[src/rtl/irq_status_pkg.sv]
package irq_status_pkg;
  localparam int SW_W     = 8;
  localparam int LVL_W    = 2;
  localparam int IE_POS   = 7;
  localparam int THR_HI   = 2;
  localparam int THR_LO   = 1;
  localparam logic [SW_W-1:0] SW_RESET = 8'h06;

  typedef enum logic [3:0] {
    OP_NONE, OP_ACK, OP_BRK, OP_RESTORE, OP_SAVE,
    OP_WRITE, OP_SET, OP_CLR, OP_EN, OP_DIS
  } sw_op_e;

  // Threshold installed after accepting a request of the given level.
  function automatic logic [LVL_W-1:0] thr_after(input logic [LVL_W-1:0] lvl);
    return (lvl == '0) ? '0 : lvl - LVL_W'(1);
  endfunction
endpackage

[src/rtl/irq_pick.sv]
module irq_pick
  import irq_status_pkg::*;
#(
  parameter int NUM_REQ = 4,
  parameter int IDX_W   = 2
) (
  input  logic [NUM_REQ-1:0]       req_pending,
  input  logic [NUM_REQ*LVL_W-1:0] req_level,
  input  logic                     enable,
  input  logic [LVL_W-1:0]         threshold,
  output logic                     found,
  output logic [IDX_W-1:0]         win_idx,
  output logic [LVL_W-1:0]         win_lvl
);
  logic [NUM_REQ-1:0] elig;
  logic [LVL_W-1:0]   lvl [NUM_REQ];

  for (genvar g = 0; g < NUM_REQ; g++) begin : g_elig
    assign lvl[g]  = req_level[g*LVL_W +: LVL_W];
    assign elig[g] = enable && req_pending[g] && (lvl[g] <= threshold);
  end

  // Scan upward; a later index replaces only on a strictly lower level.
  always_comb begin
    found   = 1'b0;
    win_idx = '0;
    win_lvl = '1;
    for (int i = 0; i < NUM_REQ; i++) begin
      if (elig[i] && (!found || lvl[i] < win_lvl)) begin
        found   = 1'b1;
        win_idx = IDX_W'(i);
        win_lvl = lvl[i];
      end
    end
  end
endmodule

[src/rtl/status_lifo.sv]
module status_lifo #(
  parameter  int WIDTH  = 8,
  parameter  int DEPTH  = 8,
  localparam int CNT_W  = $clog2(DEPTH + 1),
  localparam int ADDR_W = (DEPTH > 1) ? $clog2(DEPTH) : 1
) (
  input  logic             clk,
  input  logic             rst_n,
  input  logic             push_en,
  input  logic             pop_en,
  input  logic [WIDTH-1:0] push_data,
  output logic [WIDTH-1:0] top_data,
  output logic             full,
  output logic             empty
);
  logic [WIDTH-1:0]  mem [DEPTH];
  logic [CNT_W-1:0]  cnt_q;
  logic [ADDR_W-1:0] wr_ptr, rd_ptr;

  assign full     = (cnt_q == CNT_W'(DEPTH));
  assign empty    = (cnt_q == '0);
  assign wr_ptr   = ADDR_W'(cnt_q);
  assign rd_ptr   = ADDR_W'(cnt_q - CNT_W'(1));
  assign top_data = mem[rd_ptr];

  always_ff @(posedge clk) begin
    if (push_en && !full) mem[wr_ptr] <= push_data;
  end

  always_ff @(posedge clk) begin
    if (!rst_n)                 cnt_q <= '0;
    else if (push_en && !full)  cnt_q <= cnt_q + CNT_W'(1);
    else if (pop_en && !empty)  cnt_q <= cnt_q - CNT_W'(1);
  end
endmodule

[src/rtl/irq_status_unit.sv]
module irq_status_unit
  import irq_status_pkg::*;
#(
  parameter  int NUM_REQ   = 4,
  parameter  int STK_DEPTH = 8,
  localparam int IDX_W     = (NUM_REQ > 1) ? $clog2(NUM_REQ) : 1
) (
  input  logic                     clk,
  input  logic                     rst_n,
  input  logic [NUM_REQ-1:0]       req_pending,
  input  logic [NUM_REQ*LVL_W-1:0] req_level,
  input  logic                     ei_strobe,
  input  logic                     di_strobe,
  input  logic                     wr_en,
  input  logic [SW_W-1:0]          wr_data,
  input  logic                     bit_set,
  input  logic                     bit_clr,
  input  logic [2:0]               bit_sel,
  input  logic                     brk_strobe,
  input  logic                     push_strobe,
  input  logic                     pop_strobe,
  input  logic                     reti_strobe,
  input  logic                     retb_strobe,
  output logic                     ack_valid,
  output logic [IDX_W-1:0]         ack_index,
  output logic [LVL_W-1:0]         ack_level,
  output logic [SW_W-1:0]          status_word,
  output logic                     ovf_err,
  output logic                     unf_err
);
  logic [SW_W-1:0]  sw_q, sw_d;
  logic             found;
  logic [IDX_W-1:0] win_idx;
  logic [LVL_W-1:0] win_lvl;
  logic             stk_full, stk_empty, push_en, pop_en;
  logic [SW_W-1:0]  stk_top;
  logic             ovf_set, unf_set, ack_d;
  sw_op_e           op;

  irq_pick #(.NUM_REQ(NUM_REQ), .IDX_W(IDX_W)) u_pick (
    .req_pending (req_pending),
    .req_level   (req_level),
    .enable      (sw_q[IE_POS]),
    .threshold   (sw_q[THR_HI:THR_LO]),
    .found       (found),
    .win_idx     (win_idx),
    .win_lvl     (win_lvl)
  );

  status_lifo #(.WIDTH(SW_W), .DEPTH(STK_DEPTH)) u_stack (
    .clk       (clk),
    .rst_n     (rst_n),
    .push_en   (push_en),
    .pop_en    (pop_en),
    .push_data (sw_q),
    .top_data  (stk_top),
    .full      (stk_full),
    .empty     (stk_empty)
  );

  // Fixed precedence: one operation per cycle.
  always_comb begin
    if (found && !stk_full)                         op = OP_ACK;
    else if (brk_strobe)                            op = OP_BRK;
    else if (pop_strobe || reti_strobe || retb_strobe) op = OP_RESTORE;
    else if (push_strobe)                           op = OP_SAVE;
    else if (wr_en)                                 op = OP_WRITE;
    else if (bit_set)                               op = OP_SET;
    else if (bit_clr)                               op = OP_CLR;
    else if (ei_strobe)                             op = OP_EN;
    else if (di_strobe)                             op = OP_DIS;
    else                                            op = OP_NONE;
  end

  always_comb begin
    sw_d    = sw_q;
    push_en = 1'b0;
    pop_en  = 1'b0;
    ovf_set = 1'b0;
    unf_set = 1'b0;
    ack_d   = 1'b0;
    unique case (op)
      OP_ACK: begin
        push_en              = 1'b1;
        ack_d                = 1'b1;
        sw_d[IE_POS]         = 1'b0;
        sw_d[THR_HI:THR_LO]  = thr_after(win_lvl);
      end
      OP_BRK: begin
        if (stk_full) ovf_set = 1'b1;
        else begin
          push_en      = 1'b1;
          sw_d[IE_POS] = 1'b0;
        end
      end
      OP_RESTORE: begin
        if (stk_empty) unf_set = 1'b1;
        else begin
          pop_en = 1'b1;
          sw_d   = stk_top;
        end
      end
      OP_SAVE: begin
        if (stk_full) ovf_set = 1'b1;
        else          push_en = 1'b1;
      end
      OP_WRITE: sw_d          = wr_data;
      OP_SET:   sw_d[bit_sel] = 1'b1;
      OP_CLR:   sw_d[bit_sel] = 1'b0;
      OP_EN:    sw_d[IE_POS]  = 1'b1;
      OP_DIS:   sw_d[IE_POS]  = 1'b0;
      default: ;
    endcase
  end

  always_ff @(posedge clk) begin
    if (!rst_n) begin
      sw_q      <= SW_RESET;
      ack_valid <= 1'b0;
      ack_index <= '0;
      ack_level <= '0;
      ovf_err   <= 1'b0;
      unf_err   <= 1'b0;
    end else begin
      sw_q      <= sw_d;
      ack_valid <= ack_d;
      if (ack_d) begin
        ack_index <= win_idx;
        ack_level <= win_lvl;
      end
      if (ovf_set) ovf_err <= 1'b1;
      if (unf_set) unf_err <= 1'b1;
    end
  end

  assign status_word = sw_q;
endmodule

[config.mk]
export PLATFORM = sky130hd
export DESIGN_NAME = irq_status_unit
export DESIGN_NICKNAME = d
export VERILOG_FILES = /design/src/rtl/irq_status_pkg.sv /design/src/rtl/irq_pick.sv /design/src/rtl/status_lifo.sv /design/src/rtl/irq_status_unit.sv
export SDC_FILE = /design/constraint.sdc
export NUM_CORES = 1
export LEC_CHECK = 0
export BUFFER_PORTS_ARGS = -buffer_cell sky130_fd_sc_hd__buf_2
export CAP_MARGIN = 5
export CORE_MARGIN = 1.5
export CORE_UTILIZATION = 52
export DETAILED_ROUTE_END_ITERATION = 8
export GPL_ROUTABILITY_DRIVEN = 0
export PLACE_DENSITY = 0.76
export SETUP_SLACK_MARGIN = 0.05
export SLEW_MARGIN = 20
export SYNTH_ARGS = -nofsm -noshare
export SYNTH_HDL_FRONTEND = slang
export SYNTH_SLANG_ARGS = --single-unit
[constraint.sdc]
create_clock -name clk -period 5.4 [get_ports clk]
set_input_delay 1.08 -clock clk [delete_from_list [all_inputs] [get_ports clk]]
set_output_delay 1.08 -clock clk [all_outputs]
set_load 0.01 [all_outputs]
==> results.cfg, run 1 <==
[clocking]
ctsRootBufferMaster = clkbuf_8
clkLatencyLatePin_ns = 0.35
tritoncts.num_buffers = 9
cts_sinks = 83
tritoncts_clock_tree = built
clk_transition_reported_paths_ns = 0.08
h-tree-depth = 3
clock_tree.buffer_depth = 2
cts_hold_buffers = 0

[synth]
synth.area.top_cells = edfxtp_1 (46%), dfxtp_1 (9.0%), mux4_2 (8.6%), ha_1 (3.9%), a21oi_1 (2.5%)
synthesis.instances = 334
synth.distinct_cells = 58
fraction_of_registers_with_async_set_or_reset_after_synthesis_pct = 0
synth.net_count = 382
ys_dominant_reg_cell = edfxtp_1
post_synth.cell_area_avg_um2 = 12.6
ys_seq_elements = 83
yosys.area.top_type_share_pct = 45.7
netlist.top_cell.by_area = edfxtp_1
seq_area_frac_synth_pct = 54.8
synth_edf_count = 64
yosys_warnings = 0
post_synth_instance_area_um2 = 4200

[drt]
met3WireLength_um = 629
drc = 0
aggregate_routed_wire_length_um = 9240
post_drt_wl_per_cell_um = 18.5
via_count = 2933
avgViaCountPerCell = 5.87
topRoutingLayerUsed = met4
wl_met1_um = 3850
met2_routed_wirelength_um = 4650
route.antenna.remaining_nets = 0
drtPass1Iterations = 5
detail_route.iter0.violations = 188

[timing]
min_period_ns = 5.11
final_max_slew_viol_count = 0
hold_slack_ns = 0.469
unrepaired_setup_endpoints_after_global_routing = no
report.final.setup_viol = 0
max_clock_freq_mhz = 196
report.final.hold_viol_count = 0
clk_skew_ns = 0.00865
max_slew_headroom_at_the_worst_pin_pct = 21.1
final_critical_path_setup_slack_ns = 0.292
timing_worst_slew_pin_value_ns = 1.17
timing.final.crit_share_pct = 94.6
setup_total_negative_slack_ns = 0

[placement]
place.port_buffers = 49
placed_cells = 483
dp_worst_setup_slack_ns = -0.0900
placed_cell_area_um2 = 4610
detailedPlacementHpwl_um = 6470

[worst_setup_path]
slowest_stage = mux2_4
critPathMaxFanout = 4
timing.critical_path.cells = buf_2 -> ha_1 -> nor2b_4 -> o21ai_2 -> nand3_1 -> nor2_2 -> ha_2 -> a21oi_1 -> nand2_1 -> a2bb2oi_1 -> inv_1 -> ha_1 -> nor2_1 -> o21bai_1 -> o41a_1 -> mux2_4 -> inv_1 -> ha_1 -> or2_2 -> a21oi_2 -> a21oi_1 -> mux2_4 -> a31o_1
crit_path_start_kind = input port
required_ns = 5.65
crit_buf_inv = 3
crit_family = compound AO/OA/AOI/OAI gates
worstSetupPathType = in2reg
critical_path.most_common_cell = ha_1
crit_path_end_kind = flop
worst-endpoint-arrival_ns = 5.36
largest_incremental_delay_on_the_critical_path_ns = 0.34

[grt]
grt.total_usage_pct = 22.5
wire_length_of_the_first_global_routing_pass_um = 14500
grt_max_degree = 26
antenna_found_initial = 0
globalRouteOverflowTotal = 0
via_count_of_the_first_global_routing_pass = 2870

[run]
drv.max_cap_violation_count = 0

[die]
chipWidth_um = 92.9
num_rows = 32
boundaryPins = 50
die_h_um = 92.9
design.die.area_um2 = 8630
start_util_pct = 54.1
total_core_area_um2 = 7770

[final_layout]
antenna_cells_inserted = 0
leading_cell_types_in_the_layout_fill_and_taps_excluded = edfxtp_1 (64), buf_2 (49), nand2_1 (22), a21oi_1 (20)
drive_gt1_share_pct = 29.1
finish.cell_count_without_fillers = 500
layout_commonest_cell = edfxtp_1
nNetsFinal = 441
final_core_occ_pct = 61.8
syn_to_final_growth_pct = 14.2
final_design_area_no_fill_um2 = 4800

[min_path]
hold_path_class = reg2reg

[pwr]
total_power_mw = 2.45
leakagePower_nw = 1.81
cellPowerDensity_nw_per_um2 = 510
max-vdd-ir-drop_uv = 195

[outcome]
run_status = finished, final reports clean
## cells in the mapped netlist, drive strengths merged (8+ instances only)
| cell type | number |
|---|---|
| nor3 | 15 |
| nand2 | 22 |
| a31oi | 11 |
| buf | 8 |
| nor2 | 18 |
| inv | 12 |
| edfxtp | 64 |
| dfxtp | 19 |
| ha | 13 |
| a21oi | 21 |
| mux4 | 16 |
| o21ai | 21 |
## kinds of logic (layout without fill, tap and decap cells)
group / Yosys count / in the layout / synth area share, %
AO/OA/AOI/OAI: 85 / 85 / 13.7
XOR/XNOR: 3 / 3 / 0.804
adder cells (fa/ha/maj): 13 / 13 / 3.87
buffers and inverters: 26 / 90 / 2.62
flip-flops: 83 / 83 / 54.8
multiplexers: 28 / 28 / 11.8
AND/OR/NAND/NOR: 96 / 96 / 12.5
## path summary, 6_finish.rpt
kind / start / to / slack (ns) / cells after the start
worst max-delay path: req_level[1] / status_word[2] / 0.29 / 23
worst min-delay path: ovf_err / ovf_err / 0.47 / 2
worst max register to register: status_word[2] / status_word[2] / 0.68 / 23
worst min register to register: ovf_err / ovf_err / 0.47 / 2
## power by group
part	total, mW	leakage (nW)	switching [mW]	internal (mW)
Sequential	1.00	0.741	0.0954	0.906
Clock	0.398	0.0852	0.228	0.170
Combinational	1.05	0.984	0.574	0.477
Total	2.45	1.81	0.897	1.55
## final cells by class
type,instances,area (µm²)
inverter,12,45.0
sequential,83,2300
multi-input combinational,225,1810
fill,611,2970
tap,102,128
clock buffer,9,124
timing repair buffer,62,343
clock inverter,7,52.6
## flip-flops by register name, indices dropped and copies added, names as in the netlist
name           cells
u_stack.mem       64
status_word        8
u_stack.cnt_q      4
ack_index          2
ack_level          2
ack_valid          1
ovf_err            1
unf_err            1
## worst min-delay path, delay by kind of cell (launching register included)
family                 cells  cell delay [ns]
AOI/OAI and AO/OA          1             0.06
buffers and inverters      1             0.04
DFF                        1             0.32
## timing repair
action                     4_1_cts  5_1_grt
gates resized for setup          0        3
setup buffers                    0        1
setup endpoints to repair        0        3
## per-layer routing
| layer | vias to the layer above | global-route usage (%) |
|---|---|---|
| met5 | - | 0 |
| met4 | 0 | 7.58 |
| met3 | 9 | 6.08 |
| met2 | 88 | 37.7 |
| met1 | 1414 | 28.3 |
| li1 | 1422 | - |
Power figures use the tool's default switching activity.
==> inputs of run 2 (changes only) <==
--- a/config.mk
+++ b/config.mk
@@ -12,6 +12,7 @@
 export DETAILED_ROUTE_END_ITERATION = 8
 export GPL_ROUTABILITY_DRIVEN = 0
 export PLACE_DENSITY = 0.76
+export RECOVER_POWER = 25
 export SETUP_SLACK_MARGIN = 0.05
 export SLEW_MARGIN = 20
 export SYNTH_ARGS = -nofsm -noshare
==> run 2 against run 1 <==
Effect of this change:
- critical endpoint unchanged
- clock-buffer cell count stayed put
- core utilization hardly changed
- non-clock buffer count stayed put
- maximum frequency hardly changed
- largest cell class unchanged
- final cell count stayed put
- first-iteration DRC count stayed put
- sequential power hardly changed
- worst setup slack worse by 0.0032 ns
- register-to-register slack hardly changed
- worst hold slack hardly changed
- clock skew hardly changed
- clock power hardly changed
==> results.cfg, run 2 (synthesis gave the netlist of run 1 again) <==
[outcome]
run_status = finished, final reports clean

[timing]
final_max_slew_viol_count = 0
timing_worst_slew_pin_value_ns = 1.18
min_period_ns = 5.11
clk_skew_ns = 0.00882
unrepaired_setup_endpoints_after_global_routing = no
final_critical_path_setup_slack_ns = 0.288
report.final.setup_viol = 0
max_clock_freq_mhz = 196
timing.final.crit_share_pct = 94.7
report.final.hold_viol_count = 0
max_slew_headroom_at_the_worst_pin_pct = 20.8

[worst_setup_path]
timing.critical_path.cells = buf_2 -> ha_1 -> nor2b_4 -> o21ai_2 -> nand3_1 -> nor2_2 -> ha_2 -> a21oi_1 -> nand2_1 -> a2bb2oi_1 -> inv_1 -> ha_1 -> nor2_1 -> o21bai_1 -> o41a_1 -> mux2_4 -> inv_1 -> ha_1 -> or2_2 -> a21oi_2 -> a21oi_1 -> mux2_4 -> a31o_1
critical_path.most_common_cell = ha_1
largest_incremental_delay_on_the_critical_path_ns = 0.34
required_ns = 5.65
crit_buf_inv = 3
crit_path_end_kind = flop
worst-endpoint-arrival_ns = 5.36
timing.critical_path.depth = 23
worstSetupPathType = in2reg
endpoint = status_word[2]
r2r_cells = 23
timing.rr.start = status_word[2]
critical_path.startpoint = req_level[1]
rrSetupSlack_ns = 0.68
critPathMaxFanout = 4
r2r-end = status_word[2]
slowest_stage = mux2_4
crit_family = compound AO/OA/AOI/OAI gates
crit_path_start_kind = input port

[die]
num_rows = 32
chipWidth_um = 92.9
start_util_pct = 54.1
boundaryPins = 50
die_h_um = 92.9
total_core_area_um2 = 7770
design.die.area_um2 = 8630

[clocking]
ctsRootBufferMaster = clkbuf_8
tritoncts.num_buffers = 9
tritoncts_clock_tree = built
clkLatencyLatePin_ns = 0.35
clk_transition_reported_paths_ns = 0.08
h-tree-depth = 3
clock_tree.buffer_depth = 2
cts_sinks = 83
cts_hold_buffers = 0

[grt]
via_count_of_the_first_global_routing_pass = 2870
antenna_found_initial = 0
globalRouteOverflowTotal = 0
wire_length_of_the_first_global_routing_pass_um = 14500
grt_max_degree = 26
grt.total_usage_pct = 22.5

[drt]
avgViaCountPerCell = 5.86
drtPass1Iterations = 4
route.antenna.remaining_nets = 0
drc = 0
aggregate_routed_wire_length_um = 9230
detail_route.iter0.violations = 188
via_count = 2932
post_drt_wl_per_cell_um = 18.5

[pwr]
cellPowerDensity_nw_per_um2 = 510
max-vdd-ir-drop_uv = 195
leakagePower_nw = 1.81

[final_layout]
layout.filler_cells = 613
nNetsFinal = 441
syn_to_final_growth_pct = 14.1
max_flop_register = u_stack.mem
finish.cell_count_without_fillers = 500
leading_cell_types_in_the_layout_fill_and_taps_excluded = edfxtp_1 (64), buf_2 (49), nand2_1 (22), a21oi_1 (20)
multi_input_comb_area_um2 = 1810
drive_gt1_share_pct = 28.9
flip_flop_and_latch_area_um2 = 2300
antenna_cells_inserted = 0
final_design_area_no_fill_um2 = 4800
layout_commonest_cell = edfxtp_1
max_ffs_per_register = 64

[placement]
place.port_buffers = 49
detailedPlacementHpwl_um = 6470
placed_cells = 483
dp_worst_setup_slack_ns = -0.0900
placed_cell_area_um2 = 4610

[min_path]
hold_path_class = reg2reg

[run]
drv.max_cap_violation_count = 0
==> run 2: changes by cell type in the layout (fill, tap and decap cells not counted), sizes merged <==
cell    previous run  this run
clkbuf             9        10
buf               62        61
==> run 2: routing by layer <==
metal	vias to the layer above	wire length (µm)	GRT usage, %
met1	1409	3820	28.3
met2	92	4650	37.7
li1	1422	-	-
met5	-	0	0
met4	0	105	7.58
met3	9	645	6.08
==> run 2: layout make-up <==
class | instances | share of cell area (%)
sequential | 83 | 48.0
multi-input combinational | 225 | 37.6
timing repair buffer | 62 | 7.07
tap | 102 | 2.66
clock buffer | 9 | 2.58
clock inverter | 7 | 1.10
inverter | 12 | 0.939
==> run 2: per-stage QoR <==
stage,hold slack (ns),power [mW],utilization (%),TNS (ns)
finish,0.469,2.45,61.7,0
global placement,0.442,2.03,59.2,0
CTS,0.466,2.46,61.6,0
floorplan,0.479,1.77,-,0
global route,0.510,2.61,61.7,0
detailed placement,0.456,2.07,59.3,-0.137
==> run 2: power breakdown <==
part	internal, mW	switching [mW]	total (mW)
Combinational	0.474	0.573	1.05
Clock	0.170	0.228	0.398
Sequential	0.906	0.0956	1.00
Total	1.55	0.896	2.45
==> run 2: timing repair <==
item                                    4_1_cts  5_1_grt
buffers inserted                              0        1
endpoints found under the setup margin        0        3
resized for setup                             0        3
==> run 2: worst min-delay path by stage <==
stage | start | to | slack, ns | cells past startpoint
after floorplan | ovf_err | ovf_err | 0.48 | 2
after global placement | ovf_err | ovf_err | 0.44 | 2
after detailed placement | ovf_err | ovf_err | 0.46 | 2
after CTS | ovf_err | ovf_err | 0.47 | 2
after global routing | ovf_err | ovf_err | 0.51 | 2
final | ovf_err | ovf_err | 0.47 | 2
==> run 2: tightest hold or removal path: cells and delay by family (launching register included) <==
| kind | cells | cell delay (ns) |
|---|---|---|
| AO/OA/AOI/OAI | 1 | 0.06 |
| flip-flops | 1 | 0.32 |
| buffers and inverters | 1 | 0.04 |
==> inputs of run 3 (changes only) <==
--- a/config.mk
+++ b/config.mk
@@ -5,13 +5,13 @@
 export SDC_FILE = /design/constraint.sdc
 export NUM_CORES = 1
 export LEC_CHECK = 0
-export BUFFER_PORTS_ARGS = -buffer_cell sky130_fd_sc_hd__buf_2
 export CAP_MARGIN = 5
 export CORE_MARGIN = 1.5
 export CORE_UTILIZATION = 52
 export DETAILED_ROUTE_END_ITERATION = 8
+export DONT_BUFFER_PORTS = 1
 export GPL_ROUTABILITY_DRIVEN = 0
-export PLACE_DENSITY = 0.76
+export PLACE_DENSITY = 0.71
 export RECOVER_POWER = 25
 export SETUP_SLACK_MARGIN = 0.05
 export SLEW_MARGIN = 20
==> run 3 against run 2 <==
Effect of this change:
- sequential share of layout area grew 2.3 points
- combinational power shrank 7%
- power grew 1.9%
- sequential cell count is the same
- cell area shrank 4.6%
- first-iteration DRC count shrank 41%
- non-clock buffer count shrank 48
- wire length shrank 3.1%
- clock skew is essentially flat
- clock-buffer cell count grew 1
- via count shrank 5.4%
- worst setup slack gained 0.11 ns
- critical path type unchanged
- critical endpoint unchanged
==> results.cfg, run 3 (synthesis gave the netlist of run 1 again) <==
[timing]
timing.final.crit_share_pct = 92.6
report.final.setup_viol = 0
min_period_ns = 5.00
setup_total_negative_slack_ns = 0
max_clock_freq_mhz = 200
clk_skew_ns = 0.00899
unrepaired_setup_endpoints_after_global_routing = no
max_slew_headroom_at_the_worst_pin_pct = 29.6
final_max_slew_viol_count = 0
report.final.hold_viol_count = 0
timing_worst_slew_pin_value_ns = 1.05

[worst_setup_path]
r2r-end = status_word[2]
worstSetupPathType = in2reg
crit_path_start_kind = input port
endpoint = status_word[2]
critical_path.startpoint = req_level[1]
required_ns = 5.65
timing.rr.start = status_word[7]
r2r_cells = 20
rrSetupSlack_ns = 0.59
worst-endpoint-arrival_ns = 5.25
crit_path_end_kind = flop
critPathMaxFanout = 4

[clocking]
cts-resized-gates = 0
cts_sinks = 83
clock_tree.buffer_depth = 2
cts_hold_buffers = 0
ctsRootBufferMaster = clkbuf_8
tritoncts.num_buffers = 9
clkLatencyLatePin_ns = 0.35
cts_setup_buffers = 0
tritoncts_clock_tree = built
h-tree-depth = 3
clk_transition_reported_paths_ns = 0.08

[final_layout]
leading_cell_types_in_the_layout_fill_and_taps_excluded = edfxtp_1 (64), nand2_1 (22), a21oi_1 (21), o21ai_0 (19), dfxtp_1 (19)
syn_to_final_growth_pct = 8.87
max_flop_register = u_stack.mem
flip_flop_and_latch_area_um2 = 2300
layout_commonest_cell = edfxtp_1
antenna_cells_inserted = 0
layout.filler_cells = 643
max_ffs_per_register = 64
multi_input_comb_area_um2 = 1790
final_design_area_no_fill_um2 = 4580
final_core_occ_pct = 58.9
drive_gt1_share_pct = 17.1
nNetsFinal = 393

[pwr]
clockPowerShare_pct = 19.1
p_sw_share_pct = 35.4
share_comb_of_total_power_pct = 39.2
switch_pwr_mw = 0.883
p_int_mw = 1.61
share_of_total_power_in_sequential_cells_pct = 41.7
max-vdd-ir-drop_uv = 209
leakagePower_nw = 1.62
cellPowerDensity_nw_per_um2 = 545

[min_path]
hold_path_class = reg2reg

[drt]
aggregate_routed_wire_length_um = 8940
detail_route.iter0.violations = 110
via_count = 2775
post_drt_wl_per_cell_um = 19.8
drc = 0
avgViaCountPerCell = 6.14
drtPass1Iterations = 4
route.antenna.remaining_nets = 0

[outcome]
run_status = finished, final reports clean

[grt]
antenna_found_initial = 0
wire_length_of_the_first_global_routing_pass_um = 13900
globalRouteOverflowTotal = 0
via_count_of_the_first_global_routing_pass = 2822
grt_max_degree = 25
grt.total_usage_pct = 21.9

[die]
total_core_area_um2 = 7770
die_h_um = 92.9
design.die.area_um2 = 8630
num_rows = 32
start_util_pct = 54.1
boundaryPins = 50
chipWidth_um = 92.9

[placement]
detailedPlacementHpwl_um = 6270
place.port_buffers = 0
placed_cell_area_um2 = 4370

[run]
drv.max_cap_violation_count = 0
==> run 3: area by class of cell <==
type	count	area share [%]
Clock buffer	10	2.79
Clock inverter	6	1.94
Inverter	12	0.984
Multi-Input combinational cell	225	39.1
Sequential cell	83	50.3
Tap cell	102	2.79
Timing Repair Buffer	14	2.05
==> run 3: how the worst min path moves through the flow <==
stage,to,startpoint,cells past startpoint
3_5_place_dp,ovf_err,ovf_err,2
4_1_cts,ovf_err,ovf_err,2
6_report,ovf_err,ovf_err,2
2_1_floorplan,ovf_err,ovf_err,2
3_3_place_gp,ovf_err,ovf_err,2
5_1_grt,ovf_err,ovf_err,2
==> run 3: critical path, cell delays in order <==
cell and delay [ns]:
ha_1 0.29, nor2b_4 0.13, o21ai_2 0.13, nand3_1 0.14, nor2_1 0.21, ha_1 0.20
a21oi_1 0.06, o21ai_0 0.20, a2bb2oi_1 0.24, inv_1 0.08, ha_1 0.28, nor2_1 0.04
o21bai_1 0.16, o41a_1 0.25, mux2_4 0.33, inv_1 0.06, ha_1 0.21, or2_2 0.27
a21oi_1 0.20, a21oi_1 0.14, mux2_4 0.34, a31o_1 0.20
==> run 3: power groups by stage <==
stage | Combinational, mW | Sequential, mW | Clock (mW)
final | 0.977 | 1.04 | 0.477
after global routing | 1.07 | 1.06 | 0.513
after CTS | 0.991 | 1.04 | 0.483
after detailed placement | 0.986 | 1.06 | 0
after global placement | 0.967 | 1.04 | 0
after floorplan | 0.745 | 1.02 | 0
==> run 3: stage by stage <==
stage | hold WS, ns | power [mW] | cells | setup WS, ns
2_1_floorplan | 0.479 | 1.77 | 334 | 0.459
3_3_place_gp | 0.497 | 2.01 | 436 | 0.266
3_5_place_dp | 0.501 | 2.04 | 436 | 0.147
4_1_cts | 0.513 | 2.52 | 452 | 0.510
5_1_grt | 0.536 | 2.64 | 452 | 0.112
6_report | 0.508 | 2.49 | 452 | 0.397
==> run 3: metal layers <==
metal | share of wire (%) | vias up | track usage [%] | wire (µm)
met3 | 7.0 | 13 | 4.93 | 625
li1 | - | 1320 | - | -
met5 | 0 | - | 0 | 0
met1 | 40 | 1342 | 26.1 | 3610
met2 | 50 | 100 | 37.3 | 4500
met4 | 2.2 | 0 | 10.2 | 199
